--- src/rtl/idec_pkg.sv ---
package idec_pkg;
  localparam int INSN_W  = 32;
  localparam int FLAG_W  = 4;
  localparam int REG_W   = 4;
  localparam int IMM_W   = 8;
  localparam int ROT_W   = 4;
  localparam int KEY_W   = 12;
  localparam int CLS_W   = 4;

  typedef enum logic [CLS_W-1:0] {
    CLS_OTHER   = 4'd0,
    CLS_BX      = 4'd1,
    CLS_MUL     = 4'd2,
    CLS_MULL    = 4'd3,
    CLS_SWAP    = 4'd4,
    CLS_HALF    = 4'd5,
    CLS_SLOAD   = 4'd6,
    CLS_MRS     = 4'd7,
    CLS_MSR_REG = 4'd8,
    CLS_MSR_IMM = 4'd9
  } iclass_e;

  typedef struct packed {
    iclass_e           cls;
    logic              exec_en;
    logic [REG_W-1:0]  rd;
    logic [REG_W-1:0]  rn;
    logic [REG_W-1:0]  rs;
    logic [REG_W-1:0]  rm;
    logic [IMM_W-1:0]  imm;
    logic [ROT_W-1:0]  rot;
    logic              imm_sel;
    logic              pre;
    logic              up;
    logic              wb;
    logic              load;
    logic              half;
    logic              sign;
    logic              acc;
    logic              setf;
    logic              byte_sel;
    logic              psr_sel;
  } idec_t;
endpackage

--- src/rtl/idec_cond.sv ---
module idec_cond
  import idec_pkg::*;
(
  input  logic [3:0]        cond_i,
  input  logic [FLAG_W-1:0] flags_i,
  output logic              pass_o
);
  logic n_f, z_f, c_f, v_f;
  assign n_f = flags_i[3];
  assign z_f = flags_i[2];
  assign c_f = flags_i[1];
  assign v_f = flags_i[0];

  always_comb begin
    unique case (cond_i)
      4'h0: pass_o = z_f;
      4'h1: pass_o = !z_f;
      4'h2: pass_o = c_f;
      4'h3: pass_o = !c_f;
      4'h4: pass_o = n_f;
      4'h5: pass_o = !n_f;
      4'h6: pass_o = v_f;
      4'h7: pass_o = !v_f;
      4'h8: pass_o = c_f && !z_f;
      4'h9: pass_o = !c_f || z_f;
      4'hA: pass_o = (n_f == v_f);
      4'hB: pass_o = (n_f != v_f);
      4'hC: pass_o = !z_f && (n_f == v_f);
      4'hD: pass_o = z_f || (n_f != v_f);
      4'hE: pass_o = 1'b1;
      default: pass_o = 1'b0;
    endcase
  end
endmodule

--- src/rtl/idec_classify.sv ---
module idec_classify
  import idec_pkg::*;
(
  input  logic [KEY_W-1:0] key_i,
  output iclass_e          cls_o
);
  // First matching pattern wins; multiply and swap precede transfers.
  always_comb begin
    casez (key_i)
      12'b0001_0010_0001: cls_o = CLS_BX;
      12'b0001_0?00_0000: cls_o = CLS_MRS;
      12'b0001_0?10_0000: cls_o = CLS_MSR_REG;
      12'b0011_0?10_????: cls_o = CLS_MSR_IMM;
      12'b0000_00??_1001: cls_o = CLS_MUL;
      12'b0000_1???_1001: cls_o = CLS_MULL;
      12'b0001_0?00_1001: cls_o = CLS_SWAP;
      12'b000?_????_1011: cls_o = CLS_HALF;
      12'b000?_???1_11?1: cls_o = CLS_SLOAD;
      default:            cls_o = CLS_OTHER;
    endcase
  end
endmodule

--- src/rtl/idec_fields.sv ---
module idec_fields
  import idec_pkg::*;
(
  input  logic [INSN_W-1:0] instr_i,
  input  iclass_e           cls_i,
  input  logic              pass_i,
  output idec_t             dec_o
);
  logic [REG_W-1:0] f_hi, f_mid, f_s, f_lo;
  assign f_hi  = instr_i[19:16];
  assign f_mid = instr_i[15:12];
  assign f_s   = instr_i[11:8];
  assign f_lo  = instr_i[3:0];

  always_comb begin
    dec_o         = '0;
    dec_o.cls     = cls_i;
    dec_o.exec_en = pass_i;
    unique case (cls_i)
      CLS_BX: dec_o.rm = f_lo;
      CLS_MUL, CLS_MULL: begin
        dec_o.rd   = f_hi;
        dec_o.rn   = f_mid;
        dec_o.rs   = f_s;
        dec_o.rm   = f_lo;
        dec_o.acc  = instr_i[21];
        dec_o.setf = instr_i[20];
        dec_o.sign = (cls_i == CLS_MULL) ? instr_i[22] : 1'b0;
      end
      CLS_SWAP: begin
        dec_o.rn       = f_hi;
        dec_o.rd       = f_mid;
        dec_o.rm       = f_lo;
        dec_o.byte_sel = instr_i[22];
      end
      CLS_HALF, CLS_SLOAD: begin
        dec_o.rn      = f_hi;
        dec_o.rd      = f_mid;
        dec_o.pre     = instr_i[24];
        dec_o.up      = instr_i[23];
        dec_o.wb      = instr_i[21];
        dec_o.load    = instr_i[20];
        dec_o.imm_sel = instr_i[22];
        dec_o.half    = (cls_i == CLS_HALF) ? 1'b1 : instr_i[5];
        dec_o.sign    = (cls_i == CLS_SLOAD);
        if (instr_i[22]) dec_o.imm = {f_s, f_lo};
        else             dec_o.rm  = f_lo;
      end
      CLS_MRS: begin
        dec_o.rd      = f_mid;
        dec_o.psr_sel = instr_i[22];
      end
      CLS_MSR_REG: begin
        dec_o.rn      = f_hi;
        dec_o.rm      = f_lo;
        dec_o.psr_sel = instr_i[22];
      end
      CLS_MSR_IMM: begin
        dec_o.rn      = f_hi;
        dec_o.imm     = instr_i[7:0];
        dec_o.rot     = f_s;
        dec_o.psr_sel = instr_i[22];
      end
      default: ;
    endcase
  end
endmodule

--- src/rtl/idec_top.sv ---
module idec_top
  import idec_pkg::*;
#(
  parameter bit REG_OUT = 1'b1
) (
  input  logic               clk,
  input  logic               rst,
  input  logic [INSN_W-1:0]  instr_i,
  input  logic [FLAG_W-1:0]  flags_i,
  output logic [CLS_W-1:0]   cls_o,
  output logic               exec_en_o,
  output logic [REG_W-1:0]   rd_o,
  output logic [REG_W-1:0]   rn_o,
  output logic [REG_W-1:0]   rs_o,
  output logic [REG_W-1:0]   rm_o,
  output logic [IMM_W-1:0]   imm_o,
  output logic [ROT_W-1:0]   rot_o,
  output logic               imm_sel_o,
  output logic               pre_o,
  output logic               up_o,
  output logic               wb_o,
  output logic               load_o,
  output logic               half_o,
  output logic               sign_o,
  output logic               acc_o,
  output logic               setf_o,
  output logic               byte_o,
  output logic               psr_sel_o
);
  logic [KEY_W-1:0] key;
  logic             pass;
  iclass_e          cls;
  idec_t            dec_c;
  idec_t            dec_q;

  assign key = {instr_i[27:20], instr_i[7:4]};

  idec_cond u_cond (
    .cond_i  (instr_i[31:28]),
    .flags_i (flags_i),
    .pass_o  (pass)
  );

  idec_classify u_cls (
    .key_i (key),
    .cls_o (cls)
  );

  idec_fields u_fld (
    .instr_i (instr_i),
    .cls_i   (cls),
    .pass_i  (pass),
    .dec_o   (dec_c)
  );

  generate
    if (REG_OUT) begin : g_reg
      always_ff @(posedge clk) begin
        if (rst) dec_q <= '0;
        else     dec_q <= dec_c;
      end
    end else begin : g_comb
      assign dec_q = dec_c;
    end
  endgenerate

  assign cls_o     = dec_q.cls;
  assign exec_en_o = dec_q.exec_en;
  assign rd_o      = dec_q.rd;
  assign rn_o      = dec_q.rn;
  assign rs_o      = dec_q.rs;
  assign rm_o      = dec_q.rm;
  assign imm_o     = dec_q.imm;
  assign rot_o     = dec_q.rot;
  assign imm_sel_o = dec_q.imm_sel;
  assign pre_o     = dec_q.pre;
  assign up_o      = dec_q.up;
  assign wb_o      = dec_q.wb;
  assign load_o    = dec_q.load;
  assign half_o    = dec_q.half;
  assign sign_o    = dec_q.sign;
  assign acc_o     = dec_q.acc;
  assign setf_o    = dec_q.setf;
  assign byte_o    = dec_q.byte_sel;
  assign psr_sel_o = dec_q.psr_sel;
endmodule

--- config.mk ---
export PLATFORM = sky130hd
export DESIGN_NAME = idec_top
export DESIGN_NICKNAME = d
export VERILOG_FILES = /design/src/rtl/idec_pkg.sv /design/src/rtl/idec_cond.sv /design/src/rtl/idec_classify.sv /design/src/rtl/idec_fields.sv /design/src/rtl/idec_top.sv
export SDC_FILE = /design/constraint.sdc
export NUM_CORES = 1
export LEC_CHECK = 0
export BUFFER_PORTS_ARGS = -buffer_cell sky130_fd_sc_hd__buf_4
export CAP_MARGIN = 20
export CORE_MARGIN = 1.5
export CORE_UTILIZATION = 45
export DETAILED_ROUTE_END_ITERATION = 8
export PLACE_DENSITY_LB_ADDON = 0.3
export SETUP_SLACK_MARGIN = 0.05
export SLEW_MARGIN = 20
export SYNTH_ARGS = -nofsm -noshare
export SYNTH_HDL_FRONTEND = slang
export SYNTH_SLANG_ARGS = --single-unit
--- constraint.sdc ---
create_clock -name clk -period 2.1 [get_ports clk]
set_input_delay 0.105 -clock clk [delete_from_list [all_inputs] [get_ports clk]]
set_output_delay 0.105 -clock clk [all_outputs]
set_load 0.05 [all_outputs]
Yosys cells after proc, flatten, opt, wreduce, memory -nomap -nowiden --
Index checks and enable logic that the tools add are counted.
Word-level totals: flip-flop bits (word level) 44, bits of input ports 38, output and inout bits 44, logic and storage cells 89
Cells by class: eq/ne operators 34, multiplexer cells 11, bitwise operators 5, reductions and logical operators 20
Operators by type and width (number):
- $eq A4 B4 Y1 const B | 9
- $pmux W4 S9 | 1
- $eq A11 B8 Y1 const B | 3
- $eq A4 B3 Y1 const B | 8
- $pmux W4 S2 | 3
- $eq A4 B2 Y1 const B | 4
- $pmux W8 S2 | 1
- $pmux W1 S15 | 1
- $eq A7 B4 Y1 const B | 2
- $reduce_or A2 Y1 | 7
- $eq A12 B9 Y1 const B | 1
- $eq A10 B4 Y1 const B | 1
- $reduce_or A5 Y1 | 2
- $eq A9 B5 Y1 const B | 1
- $eq A4 B1 Y1 const B | 2
- $mux W8 | 1
- $eq A7 B5 Y1 const B | 1
- $not A1 Y1 | 5
- $logic_not A1 Y1 | 4
- $logic_not A4 Y1 | 1
- $mux W4 | 1
- $reduce_or A4 Y1 | 1
- $reduce_or A3 Y1 | 1
- $logic_and A1 B1 Y1 | 2
- other kinds (5) | 7

Longest topological paths before layout --
Gate-level depths: netlist of the first run.
depth after elaboration 6, gate-level depth with buffers 7, mapped depth without buffers 5

Cells and area by module --
From an unflattened synthesis of the first run, not the netlist that was laid out.
Second synthesis, totals: cells, all modules 236, area, all modules 2133.3 um2
Modules (own cells, without submodules):
- idec_top | times used 1, cells each 92, area each 1176.1 um2, sequential area each 880.8 um2
- idec_fields | times used 1, cells each 91, area each 571.8 um2, sequential area each 0.0 um2
- idec_cond | times used 1, cells each 28, area each 193.9 um2, sequential area each 0.0 um2
- idec_classify | times used 1, cells each 25, area each 191.4 um2, sequential area each 0.0 um2

Worst setup path after synthesis of the first run --
OpenSTA, ideal clock, no wires.
kind input -> register, start in instr_i[26], end reg dec_q, in the netlist rn_o[3], library setup time 58 ps, data arrival time 1611 ps, required time 2042 ps, slack 432 ps, stages 6, path buffers 1, path through or3_4 -> or3_4 -> o22a_2 -> nor4_4 -> buf_6 -> a22o_2
Between the ends: word-level cells in the longest chain between the ends 5, elaborated cells between the ends (all ways) 20, those cells by class 16 x eq/ne; 2 x mux; 2 x reduce/logical
Ends and longest elaborated chain:
- from (decl) | line idec_top.sv:8 | input logic [INSN_W-1:0] instr_i,
- $eq A12 B9 Y1 (tied with other cells) | line idec_classify.sv:9 | casez (key_i)
- $pmux W4 S9 * | line idec_classify.sv:9
- $eq A4 B3 Y1 (tied with other cells) | line idec_fields.sv:19 | unique case (cls_i)
- $reduce_or A5 Y1 (no line) or $reduce_or A2 Y1 (tied branches)
- $pmux W4 S2 * | line idec_fields.sv:19
- to (signal assigned) | line idec_top.sv:59 | if (rst) dec_q <= '0;
- to (signal assigned) | line idec_top.sv:60 | else dec_q <= dec_c;
- to (decl) | line idec_top.sv:34 | idec_t dec_q;
Every way passes the cells marked *; elsewhere a longest branch is shown, timed or not. A chain may end at the register's enable or synchronous reset.

Worst setup path after layout of the first run --
start in instr_i[26], end reg dec_q, in the netlist rm_o[1]
Between the ends: word-level cells in the longest chain between the ends 5, elaborated cells between the ends (all ways) 20, those cells by class 16 x eq/ne; 2 x mux; 2 x reduce/logical
Ends and longest elaborated chain (line):
- $eq A12 B9 Y1 (tied with other cells) | idec_classify.sv:9
- $pmux W4 S9 * | idec_classify.sv:9
- $eq A4 B1 Y1 (tied with other cells) | idec_fields.sv:19
- $reduce_or A5 Y1 (no line) or $reduce_or A2 Y1 (tied branches)
- $pmux W4 S2 * | idec_fields.sv:19
Marked as above.

==> impl_summary.log, run 1 <==
INFO  metric antenna_violations_before_repair = 0
INFO  metric synth-seq-cells = 44
INFO  metric critPathCapture = rm_o[1]$_SDFF_PP0_
INFO  metric via_count_of_the_first_global_routing_pass = 1,397
INFO  metric critical-path-top-cell-by-count = sky130_fd_sc_hd__or3_4
INFO  metric area.sequential = 881 um^2
INFO  metric cts.root.buffer_cell = sky130_fd_sc_hd__clkbuf_8
INFO  metric synth_commonest_cells = sky130_fd_sc_hd__dfxtp_1, sky130_fd_sc_hd__nor2_1, sky130_fd_sc_hd__and2_1, sky130_fd_sc_hd__nand2_1
INFO  metric yosysTopAreaCellShare = 53.0%
INFO  metric finalSetupViolations = 0
INFO  metric dr.pass1.iters = 4
INFO  metric port_buffers = 81
INFO  metric predominant_post_synthesis_flop_cell = sky130_fd_sc_hd__dfxtp_1
INFO  metric total_number_of_nets_in_the_final_design = 285
INFO  metric power_density = 686 nW/um^2
INFO  metric cts_sinks = 44
INFO  metric syn-instance-count = 160
INFO  metric max_cap_viol_count = 0
INFO  metric clock_tree_from_tritoncts = done
INFO  metric worst_ep_arrival_time = 1750 ps
INFO  metric max_freq = 633 MHz
INFO  metric final_critical_path_setup_slack = 521 ps
INFO  metric timing.final.crit_period = 1580 ps
INFO  metric fp.dieH = 63.8 um
INFO  metric routed_wirelength = 3760 um
INFO  metric layout-area-overhead-vs-synth = 47.3%
INFO  metric cpPeakStageDelay = 390 ps
INFO  metric grt_overflow_total = 0
INFO  metric timing.critical_path.from_type = input pin
INFO  metric multi_input_area = 743 um^2
INFO  metric detailroute.via_count = 1,481
INFO  metric synth_area_leaders = sky130_fd_sc_hd__dfxtp_1, sky130_fd_sc_hd__nor2_1, sky130_fd_sc_hd__a22o_1
INFO  metric run_status = complete, no violations
INFO  metric finish.utilization = 71.1%
INFO  metric die_outline_area = 4070 um^2
INFO  metric grt.met3_usage = 4.23%
INFO  metric post_layout_nonfiller_instances = 294
INFO  metric cts_inserted_buffers = 5
INFO  metric place_ws = 207 ps
INFO  metric row_count = 21
INFO  metric clk_pin_slew_worst_setup_hold_paths = 80 ps
INFO  metric yosysWarnings = 0
INFO  metric grt_max_degree = 21
INFO  metric routedWlPerCell = 12.8 um
INFO  metric grtUsageMet1 = 21.0%
INFO  metric gr-usage-all-layers = 18.6%
INFO  metric ioPinCount = 82
INFO  metric synth_top_cell_by_area = sky130_fd_sc_hd__dfxtp_1
INFO  metric critical_path_buf_inv_count = 1
INFO  metric maxSlewHeadroom = 68.1%
INFO  metric detailedPlacementHpwl = 2920 um
INFO  metric place.detailed.instances = 286
INFO  metric finalCritPeriodShare = 75.2%
INFO  metric buffer_depth_of_the_longest_clock_path = 2
INFO  metric post_cts_setup_repair_buffer_count = 0
INFO  metric cts_hold_buffers = 0
INFO  metric antenna_left = 0
INFO  metric slew_viols_final = 0
INFO  metric syn-num-nets = 198
INFO  metric worst_hold_path_type = in -> reg
INFO  metric synth_async_sr_flop_share = 0%
INFO  metric die_width = 63.8 um
INFO  metric cts.repair.resized = 0
INFO  metric initial_core_util = 48.3%
INFO  metric crit_path_max_fanout = 5
INFO  metric antenna-diode-count = 0
INFO  metric cp-end-kind = register
INFO  metric cp_num_cells = 6
INFO  metric core-area = 3440 um^2
INFO  metric placement.cell_area = 2330 um^2
INFO  metric final_area = 2450 um^2
INFO  metric tightestPinTransition = 472 ps
INFO  metric setup.worst_path.start = instr_i[26]
INFO  metric netlist_area = 1660 um^2
INFO  metric synth_seq_area_share = 53.0%
INFO  metric worstPathRequired = 2270 ps
INFO  metric grt_pass1_wl = 6040 um
INFO  metric crit_slowest_cell = sky130_fd_sc_hd__or3_4
INFO  metric grt.met2_usage = 34.1%
INFO  metric share_of_layout_cells_above_drive_strength_1 = 45.2%
INFO  metric critical_path.cell_chain = buf_4 -> or3_4 -> or3_4 -> o22a_2 -> a221oi_2 -> nor3_1
INFO  metric global_route.peak_usage_layer = met2
INFO  metric avgSynthCellArea = 10.4 um^2
INFO  metric grt_setup_unrepaired = no
INFO  metric layout.filler_cells = 298
INFO  metric yosys.cell_types.count = 43
INFO  metric htreeDepth = 2
INFO  metric drt-vias-per-instance = 5.04
INFO  metric power.static_leakage = 1.10 nW
INFO  metric worst_voltage_drop_across_the_vdd_grid = 353 uV
INFO  metric place.gp.congestion = 0.867
INFO  metric detail_route.drc_violations = 0
INFO  metric first_iter_violations = 52
INFO  metric cpLargestDelayFamily = simple AND/OR/NAND/NOR gates
INFO  metric timing_hold_violations_final = 0
INFO  metric yosys.cell_count.top_type = sky130_fd_sc_hd__dfxtp_1
INFO  metric setup-tns-final = 0 ps
INFO  metric synth_edf_count = 0
INFO  metric criticalPathCategory = in -> reg
-- per-layer routing --
metal  wire, um  share of wire, %  up-vias
li1           -                 -      740
met1       1590                42      667
met2       1850                49       67
met3        268               7.1        7
met4         42               1.1        0
met5          0                 0        -
-- sequential cells by signal, summed over array words and instances, names as in the netlist, 4 cells and up --
name	flops
imm_o	8
rot_o	4
rs_o	4
rm_o	4
rd_o	4
rn_o	4
cls_o	4
-- worst min-delay path by stage --
stage                     slack [ps]                   to  depth (start not counted)   startpoint
after floorplan                  230    half_o$_SDFF_PP0_                          1   instr_i[5]
after global placement           330  rot_o[1]$_SDFF_PP0_                          2   instr_i[9]
after detailed placement         330  rot_o[2]$_SDFF_PP0_                          2  instr_i[10]
after CTS                         30  rot_o[2]$_SDFF_PP0_                          2  instr_i[10]
after global routing              30   rn_o[1]$_SDFF_PP0_                          2  instr_i[17]
final                             30  rot_o[2]$_SDFF_PP0_                          2  instr_i[10]
-- cell type report --
cell class | count | share of cell area, %
clock inverter | 2 | 1.58
sequential | 44 | 36.0
tap | 46 | 2.35
clock buffer | 6 | 3.37
inverter | 4 | 0.613
multi-input combinational | 108 | 30.4
timing repair buffer | 84 | 25.8
-- per-stage QoR --
step | hold slack (ps) | total power, mW
global placement | 326 | 1.03
global route | 28.9 | 1.75
floorplan | 227 | 0.938
detailed placement | 330 | 1.03
CTS | 30.8 | 1.69
finish | 32.6 | 1.68
-- cells in the final DEF (no fill, tap or decap), types with 2 or more instances in the layout --
cell | synthesis | routed
sky130_fd_sc_hd__and2_2 | 6 | 6
sky130_fd_sc_hd__a22o_2 | 4 | 4
sky130_fd_sc_hd__and2_1 | 8 | 8
sky130_fd_sc_hd__nand2b_1 | 3 | 3
sky130_fd_sc_hd__a211o_2 | 2 | 2
sky130_fd_sc_hd__nand3_1 | 2 | 2
sky130_fd_sc_hd__or3_4 | 2 | 2
sky130_fd_sc_hd__o21ai_0 | 2 | 2
sky130_fd_sc_hd__buf_4 | 0 | 84
sky130_fd_sc_hd__a32o_1 | 2 | 2
sky130_fd_sc_hd__a22o_1 | 6 | 6
sky130_fd_sc_hd__xnor2_1 | 4 | 4
sky130_fd_sc_hd__nor2_1 | 20 | 20
sky130_fd_sc_hd__nor3b_1 | 4 | 4
sky130_fd_sc_hd__nor4b_1 | 4 | 4
sky130_fd_sc_hd__nand2_1 | 8 | 8
sky130_fd_sc_hd__nor2b_1 | 4 | 4
sky130_fd_sc_hd__dfxtp_1 | 44 | 44
sky130_fd_sc_hd__clkbuf_8 | 0 | 6
sky130_fd_sc_hd__a21oi_1 | 3 | 3
sky130_fd_sc_hd__inv_1 | 4 | 4
sky130_fd_sc_hd__nor3_1 | 5 | 5
-- kinds of logic (layout without fill, tap and decap cells) --
kind of cell,after synthesis,in the layout,share of synthesized area [%]
AO/OA/AOI/OAI,31,31,15.8
buffers and inverters,8,96,2.33
AND/OR/NAND/NOR,72,72,25.4
flip-flops,44,44,53.0
multiplexers,1,1,1.35
XOR/XNOR,4,4,2.11
-- where the power goes --
| group | switching [mW] | leakage [nW] | internal (mW) | total [mW] |
|---|---|---|---|---|
| Combinational | 0.0879 | 0.687 | 0.0836 | 0.172 |
| Sequential | 0.00167 | 0.355 | 0.839 | 0.841 |
| Clock | 0.277 | 0.0614 | 0.389 | 0.666 |
| Total | 0.367 | 1.10 | 1.31 | 1.68 |
Power figures use the tool's default switching activity.
==> run 2: changes to the inputs <==
==> constraint.sdc (replaced) <==
create_clock -name clk -period 1.6 [get_ports clk]
set_input_delay 0.08 -clock clk [delete_from_list [all_inputs] [get_ports clk]]
set_output_delay 0.08 -clock clk [all_outputs]
set_load 0.05 [all_outputs]
==> run 2 against run 1 <==
Flip-flop and latch count unchanged; power rose by 24%; global-route usage up 3.3 points; largest power group unchanged; non-clock buffer count rose by 27; first-iteration DRC count increased by 63%; utilization rose by 5.7 points; via count increased by 8.9%; critical path depth increased by 1; sequential power is 31% higher; count of clock-buffer cells in the layout grew 1; combinational power rose by 53%; setup slack got worse by 420 ps.
==> impl_summary.log, run 2 (synthesis gave the netlist of run 1 again) <==
INFO  metric run_status = complete, no violations
INFO  metric timing_hold_violations_final = 0 (unchanged)
INFO  metric buffer_depth_of_the_longest_clock_path = 2 (unchanged)
INFO  metric final_critical_path_setup_slack = 98.6 ps (-422 ps)
INFO  metric crit_slowest_cell = sky130_fd_sc_hd__or3_4
INFO  metric power.static_leakage = 1.22 nW (+10%)
INFO  metric routedWlPerCell = 13.7 um (+7.2%)
INFO  metric routed_wirelength = 4400 um (+17%)
INFO  metric cts_sinks = 44 (unchanged)
INFO  metric layout.filler_cells = 262 (-12%)
INFO  metric detailedPlacementHpwl = 3270 um (+12%)
INFO  metric antenna_violations_before_repair = 0 (unchanged)
INFO  metric timing.final.crit_period = 1500 ps
INFO  metric finalSetupViolations = 0 (unchanged)
INFO  metric fp.dieH = 63.8 um (unchanged)
INFO  metric dr.pass1.iters = 4 (unchanged)
INFO  metric place_ws = -223 ps (-430 ps)
INFO  metric worst_hold_path.endpoint = rot_o[1]$_SDFF_PP0_
INFO  metric grt_max_degree = 21 (unchanged)
INFO  metric worstPathRequired = 1790 ps (-480 ps)
INFO  metric grt_pass1_wl = 6930 um (+15%)
INFO  metric critical_path.cell_chain = buf_4 -> or3_4 -> a211o_2 -> a21oi_1 -> nor4_4 -> buf_4 -> a22o_2
INFO  metric share_of_layout_cells_above_drive_strength_1 = 48.4% (+3.2 points)
INFO  metric max_freq = 666 MHz
INFO  metric cts.root.buffer_cell = sky130_fd_sc_hd__clkbuf_8
INFO  metric power_density = 788 nW/um^2 (+15%)
INFO  metric gr-usage-all-layers = 22.0% (+3.3 points)
INFO  metric die_outline_area = 4070 um^2 (unchanged)
INFO  metric drt-vias-per-instance = 5.02 (-0.25%)
INFO  metric worst_hold_path_type = in -> reg
INFO  metric setup.worst_path.start = instr_i[26]
INFO  metric antenna_left = 0 (unchanged)
INFO  metric cp-end-kind = register
INFO  metric finish.utilization = 76.8% (+5.7 points)
INFO  metric worst_voltage_drop_across_the_vdd_grid = 453 uV (+28%)
INFO  metric place.gp.congestion = 0.822 (-5.2%)
INFO  metric criticalPathCategory = in -> reg
INFO  metric max_ffs_per_register = 8 (unchanged)
INFO  metric cpPeakStageDelay = 380 ps (about the same)
INFO  metric die_width = 63.8 um (unchanged)
INFO  metric slew_viols_final = 0 (unchanged)
INFO  metric critical-path-top-cell-by-count = sky130_fd_sc_hd__buf_4
INFO  metric tightestPinTransition = 407 ps (-65.5 ps)
INFO  metric mostFrequentLayoutCell = sky130_fd_sc_hd__buf_4
INFO  metric worst_ep_arrival_time = 1690 ps (-60 ps)
INFO  metric finalCritPeriodShare = 93.8%
INFO  metric grt_setup_unrepaired = no
INFO  metric first_iter_violations = 85 (+63%)
INFO  metric place.detailed.instances = 308 (+7.7%)
INFO  metric p_total = 2.08 mW (+24%)
INFO  metric final_cell_mix = sky130_fd_sc_hd__buf_4, sky130_fd_sc_hd__dfxtp_1, sky130_fd_sc_hd__nor2_1
INFO  metric maxSlewHeadroom = 72.6% (+4.6 points)
INFO  metric antenna-diode-count = 0 (unchanged)
INFO  metric ioPinCount = 82 (unchanged)
INFO  metric detailroute.via_count = 1,613 (+8.9%)
INFO  metric multi_input_area = 751 um^2 (+1.0%)
INFO  metric grt_overflow_total = 0 (unchanged)
INFO  metric crit_path_max_fanout = 7 (+2)
INFO  metric holdPathStages = 2 (unchanged)
INFO  metric max_cap_viol_count = 0 (unchanged)
INFO  metric worst_hold_startpoint = instr_i[9]
INFO  metric clk_pin_slew_worst_setup_hold_paths = 80 ps (about the same)
INFO  metric core-area = 3440 um^2 (unchanged)
INFO  metric clock_tree_from_tritoncts = done
INFO  metric total_number_of_nets_in_the_final_design = 312 (+9.5%)
INFO  metric via_count_of_the_first_global_routing_pass = 1,524 (+9.1%)
INFO  metric port_buffers = 81 (unchanged)
INFO  metric area.sequential = 881 um^2 (unchanged)
INFO  metric detail_route.drc_violations = 0 (unchanged)
INFO  metric timing.critical_path.from_type = input pin
INFO  metric initial_core_util = 48.3% (unchanged)
INFO  metric layout-area-overhead-vs-synth = 59.0%
INFO  metric post_cts_setup_repair_buffer_count = 0 (unchanged)
INFO  metric cts_inserted_buffers = 5 (unchanged)
INFO  metric post_layout_nonfiller_instances = 321 (+9.2%)
INFO  metric htreeDepth = 2 (unchanged)
INFO  metric row_count = 21 (unchanged)
## run 2: cell type report
class	instances	share of cell area [%]
flip-flops and latches	44	33.3
inverters	4	0.568
clock buffers	7	3.27
repair buffers	111	32.0
well taps	46	2.18
clock inverters	1	0.284
multi-input cells	108	28.4
## run 2: where the power goes
part           switching (mW)  internal, mW  leakage, nW
sequential            0.00228          1.10        0.355
combinational           0.125         0.138        0.817
clock                   0.366         0.351       0.0445
## run 2: layer usage
layer  track usage (%)  routed length (um)  share of wire, %  up-vias
li1                  -                   -                 -      791
met1              26.4                1820                41      739
met2              36.3                2150                49       75
met3              6.69                 344               7.8        8
met4              9.24                  81               1.8        0
met5                 0                   0                 0        -
## run 2: worst max path at each step
| stage | to | slack, ps | cells after the start |
|---|---|---|---|
| final | rn_o[0]$_SDFF_PP0_ | 100 | 7 |
| after global routing | rm_o[0]$_SDFF_PP0_ | 50 | 6 |
| after CTS | rn_o[0]$_SDFF_PP0_ | 100 | 7 |
| after detailed placement | rn_o[0]$_SDFF_PP0_ | -220 | 7 |
| after global placement | rm_o[1]$_SDFF_PP0_ | -200 | 6 |
| after floorplan | rn_o[3]$_SDFF_PP0_ | -40 | 6 |
## run 2: critical path, delay by kind of cell
kind	cells	cell delay [ps]
buffers and inverters	2	280
and+or+nand+nor	2	470
AOI/OAI and AO/OA	3	850
## run 2: timing repair
item                                   CTS  global route
hold buffers                             3             2
setup endpoints to repair                0             0
resized for setup                        0             0
endpoints found under the hold margin    3             2
## run 2: per-stage QoR
stage / instance area, um^2 / hold WS [ps] / setup TNS (ps)
after floorplan: 1670 / 202 / -303
after global placement: 2500 / 304 / -2870
after detailed placement: 2500 / 301 / -3340
after CTS: 2620 / 0.602 / 0
after global routing: 2640 / 4.52 / 0
final: 2640 / 6.45 / 0
==> run 3: changes to the inputs <==
--- a/config.mk
+++ b/config.mk
@@ -10,7 +10,8 @@
 export CORE_MARGIN = 1.5
 export CORE_UTILIZATION = 45
 export DETAILED_ROUTE_END_ITERATION = 8
-export PLACE_DENSITY_LB_ADDON = 0.3
+export PLACE_DENSITY = 0.83
+export RECOVER_POWER = 100
 export SETUP_SLACK_MARGIN = 0.05
 export SLEW_MARGIN = 20
 export SYNTH_ARGS = -nofsm -noshare
==> run 3 against run 2 <==
The flow now finishes with violations (negative hold slack); utilization shrank 3.7 points; critical path depth is the same; global-route usage grew 2.4 points; sequential power is essentially flat; final cell count grew 1.2%; combinational power is essentially flat; non-clock buffer count grew 4; setup slack lost 14 ps; hold slack lost 7.7 ps; via count grew 4.6%; largest cell class unchanged; largest power group unchanged; highest routed layer unchanged.
==> impl_summary.log, run 3 (synthesis gave the netlist of run 1 again) <==
INFO  metric detailedPlacementHpwl = 3250 um (-0.65%)
INFO  metric total_number_of_nets_in_the_final_design = 316 (+1.3%)
INFO  metric timing.final.crit_period = 1520 ps (+14.3 ps)
INFO  metric ioPinCount = 82 (unchanged)
INFO  metric detail_route.drc_violations = 0 (unchanged)
INFO  metric cts_inserted_buffers = 5 (unchanged)
INFO  metric die_width = 63.8 um (unchanged)
INFO  metric timing_hold_violations_final = 1 (+1)
INFO  metric cts_sinks = 44 (unchanged)
INFO  metric grt_overflow_total = 0 (unchanged)
INFO  metric die_outline_area = 4070 um^2 (unchanged)
INFO  metric buffer_depth_of_the_longest_clock_path = 2 (unchanged)
INFO  metric cpPeakStageDelay = 400 ps (+20 ps)
INFO  metric cp-end-kind = register
INFO  metric grt_setup_unrepaired = no
INFO  metric power.static_leakage = 1.07 nW (-12%)
INFO  metric power_density = 889 nW/um^2 (+13%)
INFO  metric criticalPathCategory = in -> reg
INFO  metric routedWlPerCell = 14.8 um (+8.0%)
INFO  metric grt_pass1_wl = 7720 um (+11%)
INFO  metric setup-tns-final = 0 ps (unchanged)
INFO  metric antenna_left = 0 (unchanged)
INFO  metric max_ffs_per_register = 8 (unchanged)
INFO  metric place.detailed.instances = 310 (+0.65%)
INFO  metric finalSetupViolations = 0 (unchanged)
INFO  metric worst_ep_arrival_time = 1770 ps (+80 ps)
INFO  metric setup.worst_path.start = instr_i[26]
INFO  metric routed_wirelength = 4810 um (+9.3%)
INFO  metric critical_path_buf_inv_count = 2 (unchanged)
INFO  metric drt-vias-per-instance = 5.19 (+3.4%)
INFO  metric cpLargestDelayFamily = simple AND/OR/NAND/NOR gates
INFO  metric cts.root.buffer_cell = sky130_fd_sc_hd__clkbuf_8
INFO  metric critical_path.cell_chain = clkbuf_1 -> or3_4 -> or3_1 -> o22a_4 -> nor4_4 -> buf_4 -> a22o_2
INFO  metric final_cell_mix = sky130_fd_sc_hd__buf_4, sky130_fd_sc_hd__clkbuf_1, sky130_fd_sc_hd__dfxtp_1
INFO  metric port_buffers = 81 (unchanged)
INFO  metric antenna_violations_before_repair = 0 (unchanged)
INFO  metric max_freq = 660 MHz (-0.95%)
INFO  metric first_iter_violations = 65 (-24%)
INFO  metric failed_checks = negative hold slack
INFO  metric place_ws = -226 ps (-2.93 ps)
INFO  metric place.gp.congestion = 0.901 (+9.7%)
INFO  metric row_count = 21 (unchanged)
INFO  metric antenna-diode-count = 0 (unchanged)
INFO  metric clk_pin_slew_worst_setup_hold_paths = 90 ps (about the same)
INFO  metric layout.filler_cells = 284 (+8.4%)
INFO  metric slew_viols_final = 0 (unchanged)
INFO  metric tightestPinTransition = 650 ps (+243 ps)
INFO  metric worst_hold_path_type = in -> reg
INFO  metric grt_max_degree = 21 (unchanged)
INFO  metric fp.dieH = 63.8 um (unchanged)
INFO  metric crit_slowest_cell = sky130_fd_sc_hd__or3_4
INFO  metric crit_path_max_fanout = 7 (unchanged)
INFO  metric mostFrequentLayoutCell = sky130_fd_sc_hd__buf_4
INFO  metric share_of_layout_cells_above_drive_strength_1 = 30.1% (-18 points)
INFO  metric timing.critical_path.from_type = input pin
INFO  metric core-area = 3440 um^2 (unchanged)
INFO  metric dr.pass1.iters = 4 (unchanged)
INFO  metric finalCritPeriodShare = 94.7% (+0.90 points)
INFO  metric max_cap_viol_count = 0 (unchanged)
INFO  metric detailroute.via_count = 1,688 (+4.6%)
INFO  metric gr-usage-all-layers = 24.4% (+2.4 points)
INFO  metric htreeDepth = 2 (unchanged)
INFO  metric worst_hold_startpoint = instr_i[12]
INFO  metric final_critical_path_setup_slack = 84.3 ps (-14.3 ps)
INFO  metric fin_hold_ws = -1.21 ps (-7.67 ps)
INFO  metric initial_core_util = 48.3% (unchanged)
INFO  metric layout-area-overhead-vs-synth = 51.2%
INFO  metric run_status = complete, but fails checks
INFO  metric worst_voltage_drop_across_the_vdd_grid = 562 uV (+24%)
INFO  metric maxSlewHeadroom = 56.8% (-16 points)
INFO  metric worstPathRequired = 1850 ps (+60 ps)
INFO  metric clock_tree_from_tritoncts = done
INFO  metric p_total = 2.24 mW (+7.3%)
INFO  metric post_layout_nonfiller_instances = 325 (+1.2%)
INFO  metric via_count_of_the_first_global_routing_pass = 1,692 (+11%)
run 3: cell types whose count changed in the layout (fill, tap and decap cells not counted), sizes merged:
cell / previous run / this run
inv: 4 / 5
dlygate4sd3: 5 / 7
buf: 106 / 55
clkbuf: 7 / 58
bufinv: 0 / 1
run 3: path summary, 6_finish.rpt:
kind / endpoint / slack, ps / cells after the start
setup / recovery: rn_o[3]$_SDFF_PP0_ / 80 / 7
hold / removal: rd_o[0]$_SDFF_PP0_ / -1 / 2
run 3: what timing repair did:
item	CTS	global route
buffers inserted	0	0
resized for setup	0	1
hold endpoints to repair	7	0
endpoints found under the setup margin	0	4
hold buffers	7	0
run 3: per-stage QoR:
step	cell area [um^2]	hold slack (ps)	util [%]
3_5_place_dp	2510	302	73.1
3_3_place_gp	2510	299	73.1
4_1_cts	2700	4.53	78.4
6_report	2510	-1.21	73.1
5_1_grt	2510	0.397	73.1
2_1_floorplan	1670	202	-
run 3: routing by layer:
metal / vias up / track usage [%] / routed length, um
met5: - / 0 / 0
met4: 0 / 6.25 / 54
met3: 9 / 8.27 / 376
met2: 72 / 44.9 / 2430
met1: 803 / 26.4 / 1950
li1: 804 / - / -
run 3: cell type report:
class	count	area, um^2	share of cell area (%)
clock inverter	3	46.3	1.84
tap	46	57.6	2.29
inverter	4	15.0	0.597
timing repair buffer	115	689	27.4
multi-input combinational	108	757	30.1
sequential	44	881	35.0
clock buffer	5	68.8	2.74
run 3: power breakdown:
group | switching [mW] | internal, mW
Sequential | 0.00215 | 1.10
Combinational | 0.130 | 0.130
Clock | 0.401 | 0.470
